## config.mk

```make
export PLATFORM = sky130hd
export DESIGN_NAME = afsel_guard
export DESIGN_NICKNAME = d
export VERILOG_FILES = /design/src/rtl/afsel_guard_pkg.sv /design/src/rtl/ag_key_lock.sv /design/src/rtl/ag_commit_mask.sv /design/src/rtl/ag_masked_reg.sv /design/src/rtl/ag_read_mux.sv /design/src/rtl/afsel_guard.sv
export SDC_FILE = /design/constraint.sdc
export NUM_CORES = 1
export LEC_CHECK = 0
export ABC_AREA = 1
export BUFFER_PORTS_ARGS = -buffer_cell sky130_fd_sc_hd__buf_2
export CAP_MARGIN = 0
export CORE_ASPECT_RATIO = 1.75
export CORE_MARGIN = 2
export CORE_UTILIZATION = 44
export CTS_CLUSTER_DIAMETER = 60
export DETAILED_ROUTE_END_ITERATION = 10
export HOLD_SLACK_MARGIN = 0.08
export PLACE_DENSITY = 0.87
export SYNTH_ARGS = -nofsm -noshare
export SYNTH_HDL_FRONTEND = slang
export SYNTH_HIERARCHICAL = 1
export SYNTH_SLANG_ARGS = --single-unit
```

## constraint.sdc

```tcl
create_clock -name clk_i -period 1.1 [get_ports clk_i]
set_input_delay 0 -clock clk_i [delete_from_list [all_inputs] [get_ports clk_i]]
set_output_delay 0 -clock clk_i [all_outputs]
set_load 0.005 [all_outputs]
```

## src/rtl/afsel_guard_pkg.sv

```systemverilog
package afsel_guard_pkg;
  localparam int unsigned ADDR_W     = 12;
  localparam int unsigned DATA_W     = 32;
  localparam int unsigned FIELD_W    = 8;
  localparam int unsigned LOCK_OFF   = 'h520;
  localparam int unsigned COMMIT_OFF = 'h524;
  localparam int unsigned ALT_OFF    = 'h420;
  localparam logic [31:0] UNLOCK_KEY = 32'h0ACC_E551;

  typedef enum logic [1:0] {
    SEL_NONE,
    SEL_LOCK,
    SEL_COMMIT,
    SEL_ALT
  } reg_sel_e;
endpackage

```

## src/rtl/ag_key_lock.sv

```systemverilog
module ag_key_lock #(
  parameter int unsigned DATA_W = 32,
  parameter logic [DATA_W-1:0] KEY = '0
) (
  input  logic              clk_i,
  input  logic              rst_ni,
  input  logic              wr_i,
  input  logic [DATA_W-1:0] wdata_i,
  output logic              locked_o
);
  logic locked_q;

  always_ff @(posedge clk_i or negedge rst_ni) begin
    if (!rst_ni)   locked_q <= 1'b1;
    else if (wr_i) locked_q <= (wdata_i != KEY);
  end

  assign locked_o = locked_q;
endmodule

```

## src/rtl/ag_commit_mask.sv

```systemverilog
module ag_commit_mask #(
  parameter int unsigned W = 8
) (
  input  logic         clk_i,
  input  logic         rst_ni,
  input  logic         wr_i,
  input  logic         locked_i,
  input  logic [W-1:0] d_i,
  output logic [W-1:0] mask_o
);
  logic [W-1:0] mask_q;

  always_ff @(posedge clk_i or negedge rst_ni) begin
    if (!rst_ni)                mask_q <= '1;
    else if (wr_i && !locked_i) mask_q <= d_i;
  end

  assign mask_o = mask_q;
endmodule

```

## src/rtl/ag_masked_reg.sv

```systemverilog
module ag_masked_reg #(
  parameter int unsigned W = 8
) (
  input  logic         clk_i,
  input  logic         rst_ni,
  input  logic         wr_i,
  input  logic [W-1:0] mask_i,
  input  logic [W-1:0] d_i,
  output logic [W-1:0] q_o
);
  // one enabled flop per field bit; the mask bit is its private write enable
  for (genvar i = 0; i < W; i++) begin : g_bit
    logic bit_q;
    always_ff @(posedge clk_i or negedge rst_ni) begin
      if (!rst_ni)                 bit_q <= 1'b0;
      else if (wr_i && mask_i[i])  bit_q <= d_i[i];
    end
    assign q_o[i] = bit_q;
  end
endmodule

```

## src/rtl/ag_read_mux.sv

```systemverilog
module ag_read_mux
  import afsel_guard_pkg::*;
#(
  parameter int unsigned DATA_W  = 32,
  parameter int unsigned FIELD_W = 8
) (
  input  logic               re_i,
  input  reg_sel_e           sel_i,
  input  logic               locked_i,
  input  logic [FIELD_W-1:0] mask_i,
  input  logic [FIELD_W-1:0] alt_i,
  output logic [DATA_W-1:0]  rdata_o
);
  always_comb begin
    rdata_o = '0;
    if (re_i) begin
      case (sel_i)
        SEL_LOCK:   rdata_o = DATA_W'(locked_i);
        SEL_COMMIT: rdata_o = DATA_W'(mask_i);
        SEL_ALT:    rdata_o = DATA_W'(alt_i);
        default:    rdata_o = '0;
      endcase
    end
  end
endmodule

```

## src/rtl/afsel_guard.sv

```systemverilog
module afsel_guard
  import afsel_guard_pkg::*;
#(
  parameter int unsigned ADDR_W     = afsel_guard_pkg::ADDR_W,
  parameter int unsigned DATA_W     = afsel_guard_pkg::DATA_W,
  parameter int unsigned FIELD_W    = afsel_guard_pkg::FIELD_W,
  parameter int unsigned LOCK_OFF   = afsel_guard_pkg::LOCK_OFF,
  parameter int unsigned COMMIT_OFF = afsel_guard_pkg::COMMIT_OFF,
  parameter int unsigned ALT_OFF    = afsel_guard_pkg::ALT_OFF,
  parameter logic [DATA_W-1:0] UNLOCK_KEY = DATA_W'(afsel_guard_pkg::UNLOCK_KEY)
) (
  input  logic               clk_i,
  input  logic               rst_ni,
  input  logic [ADDR_W-1:0]  addr_i,
  input  logic               we_i,
  input  logic [DATA_W-1:0]  wdata_i,
  input  logic               re_i,
  output logic [DATA_W-1:0]  rdata_o,
  output logic [FIELD_W-1:0] alt_sel_o
);
  reg_sel_e           sel;
  logic               locked_q;
  logic [FIELD_W-1:0] mask_q;
  logic [FIELD_W-1:0] alt_q;

  always_comb begin
    sel = SEL_NONE;
    if      (addr_i == ADDR_W'(LOCK_OFF))   sel = SEL_LOCK;
    else if (addr_i == ADDR_W'(COMMIT_OFF)) sel = SEL_COMMIT;
    else if (addr_i == ADDR_W'(ALT_OFF))    sel = SEL_ALT;
  end

  ag_key_lock #(.DATA_W(DATA_W), .KEY(UNLOCK_KEY)) u_lock (
    .clk_i    (clk_i),
    .rst_ni   (rst_ni),
    .wr_i     (we_i && sel == SEL_LOCK),
    .wdata_i  (wdata_i),
    .locked_o (locked_q)
  );

  ag_commit_mask #(.W(FIELD_W)) u_commit (
    .clk_i    (clk_i),
    .rst_ni   (rst_ni),
    .wr_i     (we_i && sel == SEL_COMMIT),
    .locked_i (locked_q),
    .d_i      (wdata_i[FIELD_W-1:0]),
    .mask_o   (mask_q)
  );

  ag_masked_reg #(.W(FIELD_W)) u_alt (
    .clk_i  (clk_i),
    .rst_ni (rst_ni),
    .wr_i   (we_i && sel == SEL_ALT),
    .mask_i (mask_q),
    .d_i    (wdata_i[FIELD_W-1:0]),
    .q_o    (alt_q)
  );

  ag_read_mux #(.DATA_W(DATA_W), .FIELD_W(FIELD_W)) u_rd (
    .re_i     (re_i),
    .sel_i    (sel),
    .locked_i (locked_q),
    .mask_i   (mask_q),
    .alt_i    (alt_q),
    .rdata_o  (rdata_o)
  );

  assign alt_sel_o = alt_q;
endmodule

```

==> key figures, run 1 <==
Route
  – DR WL met2: 1.825 mm
  – DRT Pass-1 Iters: 6
  – DRC: 0
  – Max layer used: met4
  – Initial DRC count: 25
  – Final ANT Viol Nets: 0
  – DR vias: 1549
  – M1 WL: 1.187 mm
  – Routed WL: 3.295 mm
  – Via/cell ratio: 4.490
  – DR WL/cell: 9.551 um
  – DR WL met3: 240 um

CTS
  – CTS Root Buffer Type: clkbuf_8
  – Clk slew on worst S/H paths: 0.06 ns
  – Clock sink total: 17
  – Clk buf depth: 2
  – Inserted Clock Buffers: 3
  – Worst-Skew Late Latency: 0.25 ns
  – H-Tree Depth: 1
  – CTS tree: built

Power
  – Peak VDD IR: 0.5733 mV
  – Switching Fraction: 0.2470
  – Clock group share of total power: 0.347
  – Comb pwr share: 0.177
  – Internal Dissipation: 0.9990 mW
  – LEAKAGE: 1.096 nW
  – Cell area power density: 673.6 mW/mm2
  – Register share of total power: 0.476
  – Psw: 0.3277 mW
  – Power Total: 1.327 mW

Final layout
  – FF/Latch Area: 436.7 um2
  – Most frequent cells in the layout: nand2_1 (82), buf_2 (56), inv_1 (29)
  – Layout cells sized above 1: 0.3867
  – N_diodes: 0
  – Area Overhead vs Synth: 31.39%
  – Fill count: 316
  – Area of the multi-input gates: 804.5 um2
  – Util after Layout: 0.5917
  – Commonest non-fill, non-tap cell in the layout: nand2_1
  – Nets: 349

Critical path
  – CP top delay family: simple AND/OR/NAND/NOR gates
  – R2R depth: 4
  – Levels on crit path: 11
  – Crit Path Max Fanout: 7
  – Worst setup SP type: input pin
  – Setup CP Type: in2out
  – Critical path's slowest cell: a21oi_4
  – Crit end category: primary output
  – Req. time, crit path: 1.10 ns
  – Crit path DAT: 1.29 ns
  – RR Endpoint: u_commit/mask_o[4]
  – CP Capture Point: rdata_o[5]
  – Worst r2r src: u_lock/locked_o
  – Cell-by-cell trace of the critical path: buf_6 -> inv_2 -> nand2_2 -> nor2_4 -> nand3_4 -> a21oi_4 -> inv_2 -> nor2_4 -> nand2_1 -> a21oi_2 -> buf_2
  – Crit path buffers/inverters: 4
  – Max stage delay on crit path: 0.20 ns
  – Worst reg2reg setup slack: 0.14 ns
  – Worst Setup SP: addr_i[7]

Floorplan
  – Die width: 48.12 um
  – Starting Density: 0.4504
  – Core box area: 0.003328 mm2
  – # rows: 28
  – IO Count: 88
  – Die H: 81.21 um
  – Die area: 0.003908 mm2

STA
  – Worst hold slack: 0.1255 ns
  – Setup Skew: 0.0008027 ns
  – Final worst slack: -0.1873 ns
  – Final Cycle Share: 1.170
  – Setup TNS: -1.357 ns
  – Final min period: 1.287 ns
  – Final-report hold violation count: 0
  – Slew Viols, Final: 0
  – Achievable Freq: 776.8 MHz
  – RSZ-0062 raised after global routing: true
  – Final setup fails: 8

Yosys
  – Library cells used by synthesis: 18
  – Synthesized area: 0.001499 mm2
  – Register area share after synthesis: 0.2913
  – Synthesized netlist cell count: 231
  – Yosys reg bits: 17
  – Post-Syn Area per Cell: 6.489 um2
  – Syn. warnings: 6

Placement
  – Hpwl dp: 2.495 mm
  – Port-buffer cells: 63
  – GP Congestion: 0.7679

Hold path
  – Worst Hold Class: in2reg

GRT
  – Tot GR Track Use: 0.1724
  – Initial antenna violation count: 0
  – First-pass GRT wire length: 5.071 mm
  – Largest net degree at the start of global routing: 18
  – Grt ovf: 0
  – Vias in the first global route: 1356

Outcome
  – Violated checks: setup timing
  – Status: finished, violations left

Flow run
  – Max Cap Violations: 0
## tightest hold or removal path: stages
cell,delay (ns)
buf_2,0.11
inv_1,0.08
nor3_1,0.08
nand2_1,0.06
nand2_1,0.04
## registers in the layout, summed over array words and instances (netlist names)
register,cells
u_alt/g_bit.bit_q,8
u_commit/mask_o,8
u_lock/locked_o,1
## stage by stage
step                      setup WS (ns)  cell area (um2)  cells
after floorplan                 0.06972             1585    254
after global placement          -0.2324             1739    334
after detailed placement        -0.2821             1739    334
after CTS                       -0.1639             1929    348
after global routing            -0.2953             1969    345
final                           -0.1873             1969    345
## cell families after synthesis
group / synth area share
flops: 0.2913
compound gates: 0.03005
buf+inv: 0.2813
other cells: 0.002502
simple gates: 0.3948
## cells in the mapped netlist
cell / n / area share
nand3_1: 17 / 0.057
nand3_2: 4 / 0.027
nor2_4: 3 / 0.023
conb_1: 1 / 0.0025
buf_4: 32 / 0.16
nand2_2: 5 / 0.021
nand2_4: 1 / 0.0075
nor2_1: 15 / 0.038
nor3_1: 1 / 0.0033
dfrtp_1: 8 / 0.13
nand2_1: 85 / 0.21
a21oi_1: 9 / 0.030
nor3_2: 1 / 0.0067
inv_1: 33 / 0.083
dfstp_2: 9 / 0.16
buf_12: 1 / 0.013
inv_2: 4 / 0.010
buf_6: 2 / 0.015
## what timing repair did
action	CTS	global route
cloned	0	0
hold endpoints to repair	33	0
resized for setup	14	13
hold buffers	9	0
pin swaps	12	10
setup endpoints to repair	8	9
buffers inserted	1	1
## worst min path at each step
stage / startpoint / end / cells after the start
6_report: we_i / u_lock/locked_o / 5
3_5_place_dp: rst_ni / u_alt/g_bit[7].bit_q / 1
5_1_grt: we_i / u_lock/locked_o / 5
2_1_floorplan: rst_ni / u_alt/g_bit[0].bit_q / 0
3_3_place_gp: rst_ni / u_alt/g_bit[7].bit_q / 1
4_1_cts: we_i / u_lock/locked_o / 5
## layout make-up
class | instances | area share
Multi-Input combinational cell | 165 | 0.4085
Timing Repair Buffer | 77 | 0.2478
Sequential cell | 17 | 0.2217
Inverter | 37 | 0.07052
Tap cell | 45 | 0.02859
Clock buffer | 4 | 0.02287
## power by group through the flow
stage | logic, mW | clock network [mW] | registers [mW]
floorplan | 0.140 | 0 | 0.641
global placement | 0.190 | 0 | 0.642
detailed placement | 0.195 | 0 | 0.642
CTS | 0.232 | 0.464 | 0.632
global route | 0.272 | 0.494 | 0.631
finish | 0.235 | 0.460 | 0.632
## routing by layer
layer  track usage  vias up
met5             0        -
met4       0.04865        0
met3       0.01778        8
met2        0.3520       94
met1        0.1600      676
li1              -      771
Note: power is estimated with default switching activity, not from simulation.
==> run 2: changes to the inputs <==
--- a/config.mk
+++ b/config.mk
@@ -15,7 +15,9 @@
 export DETAILED_ROUTE_END_ITERATION = 10
 export HOLD_SLACK_MARGIN = 0.08
 export PLACE_DENSITY = 0.87
+export SLEW_MARGIN = 15
 export SYNTH_ARGS = -nofsm -noshare
 export SYNTH_HDL_FRONTEND = slang
 export SYNTH_HIERARCHICAL = 1
 export SYNTH_SLANG_ARGS = --single-unit
+export TNS_END_PERCENT = 10
==> key figures, run 2 (synthesis results as in run 1) <==
CTS
  – Inserted Clock Buffers: 3
  – H-Tree Depth: 1
  – CTS tree: built
  – Clk buf depth: 2
  – Clock sink total: 17
  – Worst-Skew Late Latency: 0.25 ns
  – Clk slew on worst S/H paths: 0.06 ns
  – CTS Root Buffer Type: clkbuf_8

Floorplan
  – Die H: 81.21 um
  – # rows: 28
  – IO Count: 88
  – Starting Density: 0.4504
  – Die width: 48.12 um
  – Core box area: 0.003328 mm2
  – Die area: 0.003908 mm2

Critical path
  – Setup CP Type: in2out
  – Crit path DAT: 1.29 ns
  – Max stage delay on crit path: 0.20 ns
  – Cell-by-cell trace of the critical path: buf_6 -> inv_2 -> nand2_2 -> nor2_4 -> nand3_4 -> a21oi_4 -> inv_2 -> nor2_4 -> nand2_1 -> a21oi_2 -> buf_2
  – Worst setup SP type: input pin
  – Req. time, crit path: 1.10 ns
  – Crit end category: primary output
  – Critical path's slowest cell: a21oi_4
  – Crit Path Max Fanout: 7

Final layout
  – Util after Layout: 0.5910
  – Area of the multi-input gates: 793.3 um2
  – Commonest non-fill, non-tap cell in the layout: nand2_1
  – Area Overhead vs Synth: 31.22%
  – Layout cells sized above 1: 0.3861
  – Finished Layout Cells: 348
  – N_diodes: 0
  – Most frequent cells in the layout: nand2_1 (83), buf_2 (60), inv_1 (28)
  – FF/Latch Area: 436.7 um2
  – Fill count: 321
  – Nets: 352

Power
  – Clock group share of total power: 0.343
  – Peak VDD IR: 0.5714 mV
  – Power Total: 1.327 mW
  – Switching Fraction: 0.2447
  – Register share of total power: 0.476
  – Psw: 0.3249 mW
  – Comb pwr share: 0.181
  – LEAKAGE: 1.096 nW
  – Cell area power density: 674.8 mW/mm2
  – Internal Dissipation: 1.002 mW

Placement
  – Port-buffer cells: 63
  – Hpwl dp: 2.495 mm
  – DP Worst Slack: -0.2821 ns
  – GP Congestion: 0.7679
  – Cell count after placement: 334

STA
  – Slew Viols, Final: 0
  – Final Cycle Share: 1.176
  – RSZ-0062 raised after global routing: true
  – Setup Skew: 0.001452 ns
  – Final min period: 1.294 ns
  – Worst hold slack: 0.1333 ns
  – Achievable Freq: 773.0 MHz
  – Final setup fails: 8
  – Final worst slack: -0.1937 ns
  – Final-report hold violation count: 0

GRT
  – Initial antenna violation count: 0
  – Grt ovf: 0
  – First-pass GRT wire length: 5.064 mm
  – Tot GR Track Use: 0.1724
  – Largest net degree at the start of global routing: 18
  – Vias in the first global route: 1351

Outcome
  – Violated checks: setup timing
  – Status: finished, violations left

Route
  – DRT Pass-1 Iters: 4
  – DRC: 0
  – DR vias: 1534
  – Initial DRC count: 26
  – Via/cell ratio: 4.408
  – Final ANT Viol Nets: 0
  – Routed WL: 3.293 mm
  – DR WL/cell: 9.463 um

Hold path
  – Worst Hold Class: in2reg

Flow run
  – Max Cap Violations: 0
run 2: repair_timing:
| item | CTS | global route |
|---|---|---|
| endpoints found under the setup margin | 8 | 16 |
| gates resized for setup | 11 | 13 |
| endpoints found under the hold margin | 33 | 0 |
| buffers inserted | 1 | 0 |
| hold buffers | 9 | 0 |
| pin swaps | 9 | 9 |
run 2: cell type report:
class,instances,share of cell area
flip-flops and latches,17,0.2220
repair buffers,80,0.2525
multi-input cells,165,0.4033
clock buffers,4,0.02290
well taps,45,0.02863
inverters,37,0.07061
run 2: power groups by stage:
| stage | sequential, mW | combinational [mW] | clock [mW] |
|---|---|---|---|
| floorplan | 0.641 | 0.140 | 0 |
| global placement | 0.642 | 0.190 | 0 |
| detailed placement | 0.642 | 0.195 | 0 |
| CTS | 0.631 | 0.230 | 0.464 |
| global route | 0.631 | 0.277 | 0.494 |
| finish | 0.632 | 0.240 | 0.456 |
run 2: final timing paths:
check | end | slack, ns | cells past startpoint | start
max reg2reg | u_commit/mask_o[4] | 0.14 | 4 | u_lock/locked_o
min reg2reg | u_commit/mask_o[3] | 0.48 | 2 | u_commit/mask_o[3]
max | rdata_o[5] | -0.19 | 11 | addr_i[7]
min | u_lock/locked_o | 0.13 | 5 | we_i
min in group asynchronous | u_alt/g_bit[4].bit_q | 0.20 | 2 | rst_ni
max in group asynchronous | u_lock/locked_o | 0.60 | 2 | rst_ni
run 2: per-stage QoR:
step | TNS, ns | area (um2)
2_1_floorplan | 0 | 1585
3_3_place_gp | -2.120 | 1739
3_5_place_dp | -2.988 | 1739
4_1_cts | -1.133 | 1922
5_1_grt | -2.089 | 1967
6_report | -1.282 | 1967
run 2: worst max-delay path, delay by kind of cell:
kind	cells	cell delay, ns
AND/OR/NAND/NOR	5	0.63
buffers and inverters	4	0.33
AO/OA/AOI/OAI	2	0.33
run 2: layer usage:
metal	part of all wire	up-vias	GRT usage
met5	0	-	0
met4	0.0088	0	0.04865
met3	0.068	4	0.01778
met2	0.56	75	0.3520
met1	0.36	678	0.1600
li1	-	777	-
